## config.mk

```make
export PLATFORM = sky130hd
export DESIGN_NAME = pn_gen
export DESIGN_NICKNAME = d
export VERILOG_FILES = /design/src/rtl/pn_gen_pkg.sv /design/src/rtl/pn_gen_fb.sv /design/src/rtl/pn_gen_core.sv /design/src/rtl/pn_gen_pack.sv /design/src/rtl/pn_gen.sv
export SDC_FILE = /design/constraint.sdc
export NUM_CORES = 1
export LEC_CHECK = 0
export BUFFER_PORTS_ARGS = -buffer_cell sky130_fd_sc_hd__buf_2
export CAP_MARGIN = 20
export CORE_UTILIZATION = 45
export CTS_CLUSTER_DIAMETER = 80
export DETAILED_ROUTE_END_ITERATION = 8
export GPL_TIMING_DRIVEN = 1
export PLACE_DENSITY = 0.66
export SLEW_MARGIN = 40
export SYNTH_ARGS = -nofsm -noshare
export SYNTH_HDL_FRONTEND = slang
export SYNTH_SLANG_ARGS = --single-unit
```

## constraint.sdc

```tcl
create_clock -name clk -period 3.3 [get_ports clk]
set_clock_uncertainty 0.05 [all_clocks]
set_input_delay 0.495 -clock clk [delete_from_list [all_inputs] [get_ports clk]]
set_output_delay 0.495 -clock clk [all_outputs]
set_load 0.1 [all_outputs]
```

## src/rtl/pn_gen_pkg.sv

```systemverilog
package pn_gen_pkg;
   typedef enum logic [1:0] {
      PN_HOLD = 2'd0,
      PN_STEP = 2'd1,
      PN_LOAD = 2'd2
   } pn_op_e;
endpackage

```

## src/rtl/pn_gen_fb.sv

```systemverilog
module pn_gen_fb #(
   parameter int W       = 40,
   parameter int FB_TREE = 1
) (
   input  logic [W-1:0] state,
   input  logic [W-1:0] taps,
   input  logic         carry,
   output logic         fb
);
   generate
      if (FB_TREE != 0) begin : g_tree
         assign fb = (^(state & taps)) ^ carry;
      end else begin : g_chain
         logic [W:0] acc;
         assign acc[0] = carry;
         for (genvar i = 0; i < W; i++) begin : g_bit
            assign acc[i+1] = acc[i] ^ (state[i] & taps[i]);
         end
         assign fb = acc[W];
      end
   endgenerate
endmodule

```

## src/rtl/pn_gen_core.sv

```systemverilog
module pn_gen_core
   import pn_gen_pkg::*;
#(
   parameter int           W        = 40,
   parameter logic [W-1:0] RST_SEED = '0,
   parameter logic [W-1:0] RST_MASK = '0
) (
   input  logic         clk,
   input  logic         rst_n,
   input  pn_op_e       op,
   input  logic         seed_load,
   input  logic [W-1:0] seed_value,
   input  logic         mask_load,
   input  logic [W-1:0] mask_value,
   input  logic [W-1:0] next_state,
   output logic [W-1:0] state_q,
   output logic [W-1:0] mask_q
);
   always_ff @(posedge clk) begin
      if (!rst_n) begin
         state_q <= RST_SEED;
         mask_q  <= RST_MASK;
      end else begin
         case (op)
            PN_LOAD: begin
               if (seed_load) state_q <= seed_value;
               if (mask_load) mask_q  <= mask_value;
            end
            PN_STEP: state_q <= next_state;
            default: ;
         endcase
      end
   end
endmodule

```

## src/rtl/pn_gen_pack.sv

```systemverilog
module pn_gen_pack
   import pn_gen_pkg::*;
#(
   parameter int WORD_W = 32
) (
   input  logic              clk,
   input  logic              rst_n,
   input  pn_op_e            op,
   input  logic [WORD_W-1:0] next_low,
   output logic [WORD_W-1:0] word_q,
   output logic              valid_q
);
   localparam int CNT_W = (WORD_W > 1) ? $clog2(WORD_W) : 1;
   localparam logic [CNT_W-1:0] LAST = CNT_W'(WORD_W - 1);

   logic [CNT_W-1:0] cnt_q;

   always_ff @(posedge clk) begin
      if (!rst_n) begin
         cnt_q   <= '0;
         word_q  <= '0;
         valid_q <= 1'b0;
      end else begin
         valid_q <= 1'b0;
         case (op)
            PN_LOAD: cnt_q <= '0;
            PN_STEP: begin
               if (cnt_q == LAST) begin
                  cnt_q   <= '0;
                  word_q  <= next_low;
                  valid_q <= 1'b1;
               end else begin
                  cnt_q <= cnt_q + 1'b1;
               end
            end
            default: ;
         endcase
      end
   end
endmodule

```

## src/rtl/pn_gen.sv

```systemverilog
module pn_gen
   import pn_gen_pkg::*;
#(
   parameter int                 STATE_W  = 40,
   parameter int                 WORD_W   = 32,
   parameter int                 FB_TREE  = 1,
   parameter logic [STATE_W-1:0] RST_SEED = 40'h00_0000_0001,
   parameter logic [STATE_W-1:0] RST_MASK = 40'h8D_AB18_1CD4
) (
   input  logic               clk,
   input  logic               rst_n,
   input  logic               seed_load,
   input  logic [STATE_W-1:0] seed_value,
   input  logic               mask_load,
   input  logic [STATE_W-1:0] mask_value,
   input  logic               step_en,
   input  logic               carry_in,
   output logic               bit_out,
   output logic [WORD_W-1:0]  word_out,
   output logic               word_valid
);
   generate
      if (STATE_W < 2) begin : g_bad_state
         $error("pn_gen: STATE_W must be at least 2");
      end
      if (WORD_W < 2 || WORD_W > STATE_W) begin : g_bad_word
         $error("pn_gen: WORD_W must lie in 2..STATE_W");
      end
   endgenerate

   pn_op_e             op;
   logic               fb;
   logic [STATE_W-1:0] state_q;
   logic [STATE_W-1:0] mask_q;
   logic [STATE_W-1:0] shifted;

   always_comb begin
      if (seed_load || mask_load) op = PN_LOAD;
      else if (step_en)           op = PN_STEP;
      else                        op = PN_HOLD;
   end

   pn_gen_fb #(.W(STATE_W), .FB_TREE(FB_TREE)) u_fb (
      .state (state_q),
      .taps  (mask_q),
      .carry (carry_in),
      .fb    (fb)
   );

   assign shifted = {state_q[STATE_W-2:0], fb};

   pn_gen_core #(.W(STATE_W), .RST_SEED(RST_SEED), .RST_MASK(RST_MASK)) u_core (
      .clk        (clk),
      .rst_n      (rst_n),
      .op         (op),
      .seed_load  (seed_load),
      .seed_value (seed_value),
      .mask_load  (mask_load),
      .mask_value (mask_value),
      .next_state (shifted),
      .state_q    (state_q),
      .mask_q     (mask_q)
   );

   pn_gen_pack #(.WORD_W(WORD_W)) u_pack (
      .clk      (clk),
      .rst_n    (rst_n),
      .op       (op),
      .next_low (shifted[WORD_W-1:0]),
      .word_q   (word_out),
      .valid_q  (word_valid)
   );

   assign bit_out = state_q[0];
endmodule

```

==> results of run 1 <==
placed cells by master, fill, tap and decap left out, types with 2 or more instances in the layout:
master and count:
buf_2 119, clkbuf_1 2, xnor2_1 28, bufinv_16 4, and3_1 2, a21boi_0 34, nor2b_1 25, a21boi_1 7
clkinvlp_4 2, buf_4 8, clkbuf_8 5, o21ai_0 2, nand2_1 99, dfxtp_1 118, clkbuf_16 16, mux2i_1 41
a22o_1 32, nor3_1 3, a22oi_1 41, clkinv_2 2, xor2_1 9, ha_1 2
routing by layer:
layer  routed length [um]  track usage, %
met4                  227            8.83
met5                    0               0
met3                  568            5.57
met1                 5830            31.6
met2                 5490            34.4
critical path, delay by kind of cell (launching register included):
kind	cells	cell delay [ns]
xor+xnor	5	1.15
flops	1	0.39
simple gates	2	0.18
compound gates	1	0.13
worst max-delay path by stage:
stage / slack, ns / to / start / depth (start not counted)
2_1_floorplan: 0.94 / u_pack.word_q[0] / u_core.state_q[0] / 7
3_3_place_gp: 1.19 / u_pack.word_q[21] / mask_load / 7
3_5_place_dp: 1.13 / u_pack.word_q[20] / seed_load / 7
4_1_cts: 1.26 / u_core.state_q[0] / u_core.state_q[15] / 8
5_1_grt: 1.15 / u_core.state_q[0] / u_core.state_q[1] / 8
6_report: 1.27 / u_core.state_q[0] / u_core.state_q[12] / 8
power by group through the flow:
stage,Sequential [uW],Clock [uW],Combinational [uW]
2_1_floorplan,1560,0,261
3_3_place_gp,1560,0,380
3_5_place_dp,1570,0,385
4_1_cts,1540,1940,388
5_1_grt,1540,2010,421
6_report,1540,1920,385
flip-flops by register name, summed over array words and instances, names as in the netlist:
name	flops
u_core.mask_q	40
u_core.state_q	40
u_pack.word_q	32
u_pack.cnt_q	5
u_pack.valid_q	1
logic make-up after synthesis:
kind of cell | synth area share [%]
buffers and inverters | 2.80
multiplexers | 8.51
AND/OR/NAND/NOR | 12.6
adder cells (fa/ha/maj) | 0.519
XOR/XNOR | 7.52
flip-flops | 49.0
AO/OA/AOI/OAI | 19.1
per-stage QoR:
stage                     setup WS, ns  hold WS, ns  power (uW)  util [%]
after CTS                         1.26        0.126        3870      59.2
after global placement            1.19        0.407        1940      53.2
after floorplan                  0.945        0.392        1820         -
final                             1.27        0.145        3840      59.2
after global routing              1.15        0.144        3970      59.2
after detailed placement          1.13        0.412        1950      53.2
cell type report:
type / count / area, um^2
clock inverter: 8 / 145
timing repair buffer: 127 / 656
fill: 935 / 4230
tap: 136 / 170
clock buffer: 23 / 477
multi-input combinational: 338 / 2330
sequential: 118 / 2360
synth_stat cells:
| library cell | instances |
|---|---|
| dfxtp_1 | 118 |
| nand2_1 | 99 |
| a22oi_1 | 41 |
| mux2i_1 | 41 |
| a21boi_0 | 34 |
| a22o_1 | 32 |
| clkbuf_1 | 28 |
| xnor2_1 | 28 |
| nor2b_1 | 25 |
| xor2_1 | 9 |
| a21boi_1 | 8 |
| buf_1 | 4 |
| buf_2 | 3 |
| nor3_1 | 3 |
| and3_1 | 2 |
| ha_1 | 2 |
| nor2_1 | 2 |
| o21ai_0 | 2 |
| a21oi_1 | 1 |
| and2_1 | 1 |
| nand2_2 | 1 |
| nand3_1 | 1 |
| nor3b_1 | 1 |
| o21ai_1 | 1 |
| or4_1 | 1 |
| or4b_2 | 1 |
| xnor2_2 | 1 |
| xnor3_1 | 1 |
==> flow_metrics.env, run 1 <==
export IMPL_die_y_um=106
export IMPL_syn_avg_cell_area_um2=9.83
export IMPL_yosysTopAreaCell="dfxtp_1"
export IMPL_tightestPinTransition_ns=0.755
export IMPL_crit_type="reg -> reg"
export IMPL_ant_nets=0
export IMPL_p_comb_share_pct=10.0
export IMPL_end_kind="register"
export IMPL_synth_fp_nets=579
export IMPL_postCtsSetupRepairBufs=0
export IMPL_routed_wirelength_um=12100
export IMPL_antenna_found_initial=0
export IMPL_clockBufferDepth=2
export IMPL_drv_slew=0
export IMPL_crit_path_max_incr_delay_ns=0.46
export IMPL_netlist_instances=491
export IMPL_ys_types=28
export IMPL_drive_gt1_share_pct=26.2
export IMPL_start_util_pct=46.5
export IMPL_cpMostUsedCell="xnor2_1"
export IMPL_timing_rr_start="u_core.state_q[12]"
export IMPL_die_area_mm2=0.0111
export IMPL_clk_latency_ns=0.52
export IMPL_leakage_uw=0.00264
export IMPL_drt_iter0_markers=230
export IMPL_min_period_over_period_pct=61.7
export IMPL_grt_pass1_vias=3711
export IMPL_vias=3921
export IMPL_rows=37
export IMPL_cts_buffers=17
export IMPL_portBuffers=119
export IMPL_reg2regPathDepth=8
export IMPL_p_per_area_mw_per_mm2=625
export IMPL_grt_pass1_wl_um=19500
export IMPL_holdPathStages=3
export IMPL_path_max_fanout=4
export IMPL_p_switching_uw=863
export IMPL_gr_usage_all_layers_pct=22.9
export IMPL_start_kind="register"
export IMPL_grt_max_degree=80
export IMPL_finalInstanceArea_mm2=0.00614
export IMPL_status="finished clean"
export IMPL_p_sw_share_pct=22.5
export IMPL_dpl_cell_count=719
export IMPL_crit_arrival_ns=2.36
export IMPL_hpwl_um=8110
export IMPL_ys_seq_elements=118
export IMPL_n_antenna_cell=0
export IMPL_ctsResizeCount=0
export IMPL_io_pins=120
export IMPL_cts_hold_buf=0
export IMPL_cts_tree="done"
export IMPL_yosys_warnings=0
export IMPL_reg2reg_to="u_core.state_q[0]"
export IMPL_drc=0
export IMPL_die_x_um=106
export IMPL_core_area_mm2=0.0104
export IMPL_seq_area_frac_synth_pct=49.0
export IMPL_period_needed_ns=2.03
export IMPL_final_hold_viol_count=0
export IMPL_syn2layout_area_growth_pct=27.3
export IMPL_pwr_share_clk_pct=50.0
export IMPL_path_clk_slew_ns=0.06
export IMPL_stdcell_count=750
export IMPL_vias_per_cell=5.23
export IMPL_yosys_top_cells_area="dfxtp_1 49%, mux2i_1 8.5%, nand2_1 7.7%, a22oi_1 6.4%, a22o_1 5.8%"
export IMPL_internal_power_uw=2980
export IMPL_ff2ff_setup_slack_ns=1.27
export IMPL_cts_htree_levels=4
export IMPL_final_nets=690
export IMPL_gp_congestion=0.762
export IMPL_holdPathEnd="u_core.mask_q[32]"
export IMPL_cap_violations=0
export IMPL_hold_class="in -> reg"
export IMPL_post_dp_cell_area_mm2=0.00552
export IMPL_worst_ep_required_time_ns=3.63
export IMPL_finalSetupViolations=0
export IMPL_grt_setup_unrepaired="no"
export IMPL_syn_area_mm2=0.00482
export IMPL_worstHoldStart="mask_value[32]"
export IMPL_synth_top_area_share_pct=49.0
export IMPL_path_cells="nand2_1 -> xor2_1 -> xnor2_1 -> xnor2_1 -> xnor2_1 -> xnor3_1 -> o21ai_1 -> nand2_1"
export IMPL_cts_root_buf="clkbuf_8"
export IMPL_slew_headroom_pct=49.7
export IMPL_fin_tns_setup_ns=0
export IMPL_ir_drop_v=0.000405
export IMPL_clock_sinks=118
export IMPL_wire_per_inst_um=16.2
export IMPL_dr_pass1_iters=4
export IMPL_max_freq_mhz=491
export IMPL_overflow=0
export IMPL_pwr_share_seq_pct=40.0
export IMPL_critical_path_slowest_cell="xnor3_1"
(Power assumes the default switching activity.)
==> run 2, diff against run 1 <==
--- a/config.mk
+++ b/config.mk
@@ -5,13 +5,14 @@
 export SDC_FILE = /design/constraint.sdc
 export NUM_CORES = 1
 export LEC_CHECK = 0
+export ABC_AREA = 1
 export BUFFER_PORTS_ARGS = -buffer_cell sky130_fd_sc_hd__buf_2
 export CAP_MARGIN = 20
 export CORE_UTILIZATION = 45
 export CTS_CLUSTER_DIAMETER = 80
 export DETAILED_ROUTE_END_ITERATION = 8
 export GPL_TIMING_DRIVEN = 1
-export PLACE_DENSITY = 0.66
+export PLACE_DENSITY = 0.68
 export SLEW_MARGIN = 40
 export SYNTH_ARGS = -nofsm -noshare
 export SYNTH_HDL_FRONTEND = slang
==> constraint.sdc (replaced) <==
create_clock -name clk -period 1.7 [get_ports clk]
set_clock_uncertainty 0.05 [all_clocks]
set_input_delay 0.255 -clock clk [delete_from_list [all_inputs] [get_ports clk]]
set_output_delay 0.255 -clock clk [all_outputs]
set_load 0.1 [all_outputs]
==> flow_metrics.env, run 2 <==
export IMPL_drc=0
export IMPL_grt_max_degree=73
export IMPL_synth_top_area_share_pct=44.4
export IMPL_routed_wirelength_um=15000
export IMPL_io_pins=120
export IMPL_tightestPinTransition_ns=0.522
export IMPL_netlist_instances=784
export IMPL_setup_slack_ns=-0.0133
export IMPL_post_synth_top_count_cell="nand2_1"
export IMPL_path_cells="ha_4 -> inv_4 -> nor3_4 -> ha_2 -> inv_2 -> nor2_4 -> inv_2 -> nor2_4 -> buf_12 -> inv_6 -> o21ai_1"
export IMPL_min_period_over_period_pct=101
export IMPL_post_place_ws_ns=-0.0797
export IMPL_start_kind="register"
export IMPL_ff2ff_setup_slack_ns=-0.01
export IMPL_cts_buffers=17
export IMPL_drt_iter0_markers=329
export IMPL_antenna_found_initial=0
export IMPL_die_area_mm2=0.0123
export IMPL_worst_ep_required_time_ns=1.98
export IMPL_portBuffers=119
export IMPL_hold_class="in -> reg"
export IMPL_seq_area_frac_synth_pct=44.4
export IMPL_vias=5430
export IMPL_drv_slew=0
export IMPL_stdcell_count=1073
export IMPL_cap_violations=0
export IMPL_synth_edf_count=0
export IMPL_ys_seq_elements=118
export IMPL_gp_congestion=0.819
export IMPL_leakage_uw=0.00345
export IMPL_end_kind="register"
export IMPL_dpl_cell_count=1024
export IMPL_start_util_pct=46.4
export IMPL_slew_headroom_pct=65.4
export IMPL_final_hold_viol_count=0
export IMPL_grt_pass1_vias=4895
export IMPL_synth_common_cells="247 x nand2_1, 118 x dfxtp_1, 114 x nor2_1"
export IMPL_n_antenna_cell=0
export IMPL_final_nets=1005
export IMPL_vias_per_cell=5.06
export IMPL_reg2regPathDepth=11
export IMPL_ant_nets=0
export IMPL_drive_gt1_share_pct=29.8
export IMPL_whs_ns=0.00444
export IMPL_period_needed_ns=1.71
export IMPL_crit_arrival_ns=1.99
export IMPL_critical_path_slowest_cell="dfxtp_2"
export IMPL_cts_tree="done"
export IMPL_reg2reg_to="u_pack.word_q[2]"
export IMPL_path_clk_slew_ns=0.05
export IMPL_die_y_um=111
export IMPL_grt_pass1_wl_um=23400
export IMPL_core_area_mm2=0.0115
export IMPL_final_common_cell="nand2_1"
export IMPL_violations="setup timing"
export IMPL_yosys_top_cells_area="dfxtp_1 44%, nand2_1 17%, nor2_1 8.0%, nand3_1 6.5%, a221oi_1 5.3%"
export IMPL_clock_sinks=118
export IMPL_yosysTopAreaCell="dfxtp_1"
export IMPL_grt_setup_unrepaired="yes"
export IMPL_max_freq_mhz=584
export IMPL_synth_ff_type="dfxtp_1"
export IMPL_status="complete, but fails checks"
export IMPL_p_per_area_mw_per_mm2=1070
export IMPL_wire_per_inst_um=14.0
export IMPL_critPathLaunch="u_pack.cnt_q[1]"
export IMPL_finalSetupViolations=1
export IMPL_gr_usage_all_layers_pct=23.9
export IMPL_crit_path_end="u_pack.word_q[2]"
export IMPL_clk_latency_ns=0.41
export IMPL_timing_rr_start="u_pack.cnt_q[1]"
export IMPL_crit_path_max_incr_delay_ns=0.35
export IMPL_fill_cells=1035
export IMPL_hpwl_um=9710
export IMPL_syn2layout_area_growth_pct=34.5
export IMPL_largestRegisters="u_core.mask_q x40, u_core.state_q x40, u_pack.word_q x32"
export IMPL_rows=39
export IMPL_dr_pass1_iters=5
export IMPL_synthArstFlopShare_pct=0
export IMPL_final_cell_mix="222 x nand2_1, 119 x buf_2, 110 x nor2_1, 83 x dfxtp_1, 67 x nand3_1"
export IMPL_ir_drop_v=0.00101
export IMPL_syn_area_mm2=0.00532
export IMPL_cts_htree_levels=4
export IMPL_path_max_fanout=15
export IMPL_die_x_um=111
export IMPL_crit_type="reg -> reg"
export IMPL_yosys_warnings=0
export IMPL_cts_root_buf="clkbuf_16"
export IMPL_clockBufferDepth=2
export IMPL_synth_fp_nets=872
export IMPL_overflow=0
export IMPL_syn_avg_cell_area_um2=6.78
export IMPL_ys_types=24
## run 2: cell count changes in the layout (fill, tap and decap cells not counted), moves of 26 or more
cell | previous run | this run
dfxtp_2 | 0 | 32
a22oi_1 | 41 | 0
mux2i_1 | 41 | 0
dfxtp_1 | 118 | 83
a21boi_0 | 34 | 0
nand2_1 | 99 | 222
nand2_2 | 1 | 28
xnor2_1 | 28 | 2
nand3_1 | 1 | 67
a22o_1 | 32 | 0
inv_1 | 0 | 61
a221oi_1 | 0 | 32
nor2_1 | 1 | 110
## run 2: logic make-up after synthesis
group                    after synthesis  synth area share (%)
XOR/XNOR                               9                  1.62
AO/OA/AOI/OAI                        100                  11.9
flip-flops                           118                  44.4
buffers and inverters                115                  8.35
AND/OR/NAND/NOR                      440                  33.2
adder cells (fa/ha/maj)                2                 0.471
## run 2: worst min-delay path by stage
stage | from | end | slack [ns] | depth (start not counted)
3_3_place_gp | u_core.mask_q[31] | u_core.mask_q[31] | 0.39 | 2
6_report | mask_value[34] | u_core.mask_q[34] | 0.004 | 3
3_5_place_dp | u_core.mask_q[31] | u_core.mask_q[31] | 0.40 | 2
4_1_cts | mask_value[2] | u_core.mask_q[2] | 0.002 | 3
2_1_floorplan | mask_value[10] | u_core.mask_q[10] | 0.33 | 2
5_1_grt | mask_value[39] | u_core.mask_q[39] | 0.007 | 3
## run 2: worst max-delay path: cells and delay by family, from the launching register on
family | cells | cell delay, ns
AND/OR/NAND/NOR | 3 | 0.37
buffers and inverters | 5 | 0.35
flip-flops | 1 | 0.35
AO/OA/AOI/OAI | 1 | 0.14
adder cells (fa/ha/maj) | 2 | 0.35
## run 2: per-stage QoR
stage                     setup TNS (ns)  power [uW]  instance area, um^2  utilization [%]
after global routing               -2.61        7940                 7150             62.4
after CTS                              0        7620                 6870             59.9
after detailed placement           -1.18        3820                 6110             53.3
after global placement            -0.346        3810                 6110             53.3
after floorplan                        0        3550                 5320                -
final                            -0.0133        7650                 7150             62.4
## run 2: power breakdown
group | switching [uW] | total, uW | leakage (uW) | internal [uW]
Combinational | 510 | 851 | 0.00216 | 342
Sequential | 96.8 | 3000 | 0.000980 | 2900
Clock | 1280 | 3800 | 0.000305 | 2520
## run 2: per-layer routing
layer  part of all wire (%)  track usage [%]
met5                      0                0
met3                    5.5             5.63
met2                     49             41.0
met4                    1.9             7.64
met1                     44             29.6
## run 2: area by class of cell
class | count | area (um^2) | area share [%]
flip-flops and latches | 118 | 2410 | 33.8
multi-input cells | 551 | 2690 | 37.6
inverters | 75 | 297 | 4.15
repair inverters | 2 | 17.5 | 0.245
repair buffers | 152 | 927 | 13.0
clock buffers | 19 | 453 | 6.33
well taps | 143 | 179 | 2.50
clock inverters | 13 | 178 | 2.48
## run 2: repair_timing
item | 4_1_cts | 5_1_grt
hold endpoints to repair | 12 | 0
gates resized for setup | 3 | 93
pin swaps | 0 | 13
hold buffers | 12 | 0
gates cloned | 0 | 2
setup endpoints to repair | 31 | 34
buffers inserted | 0 | 3
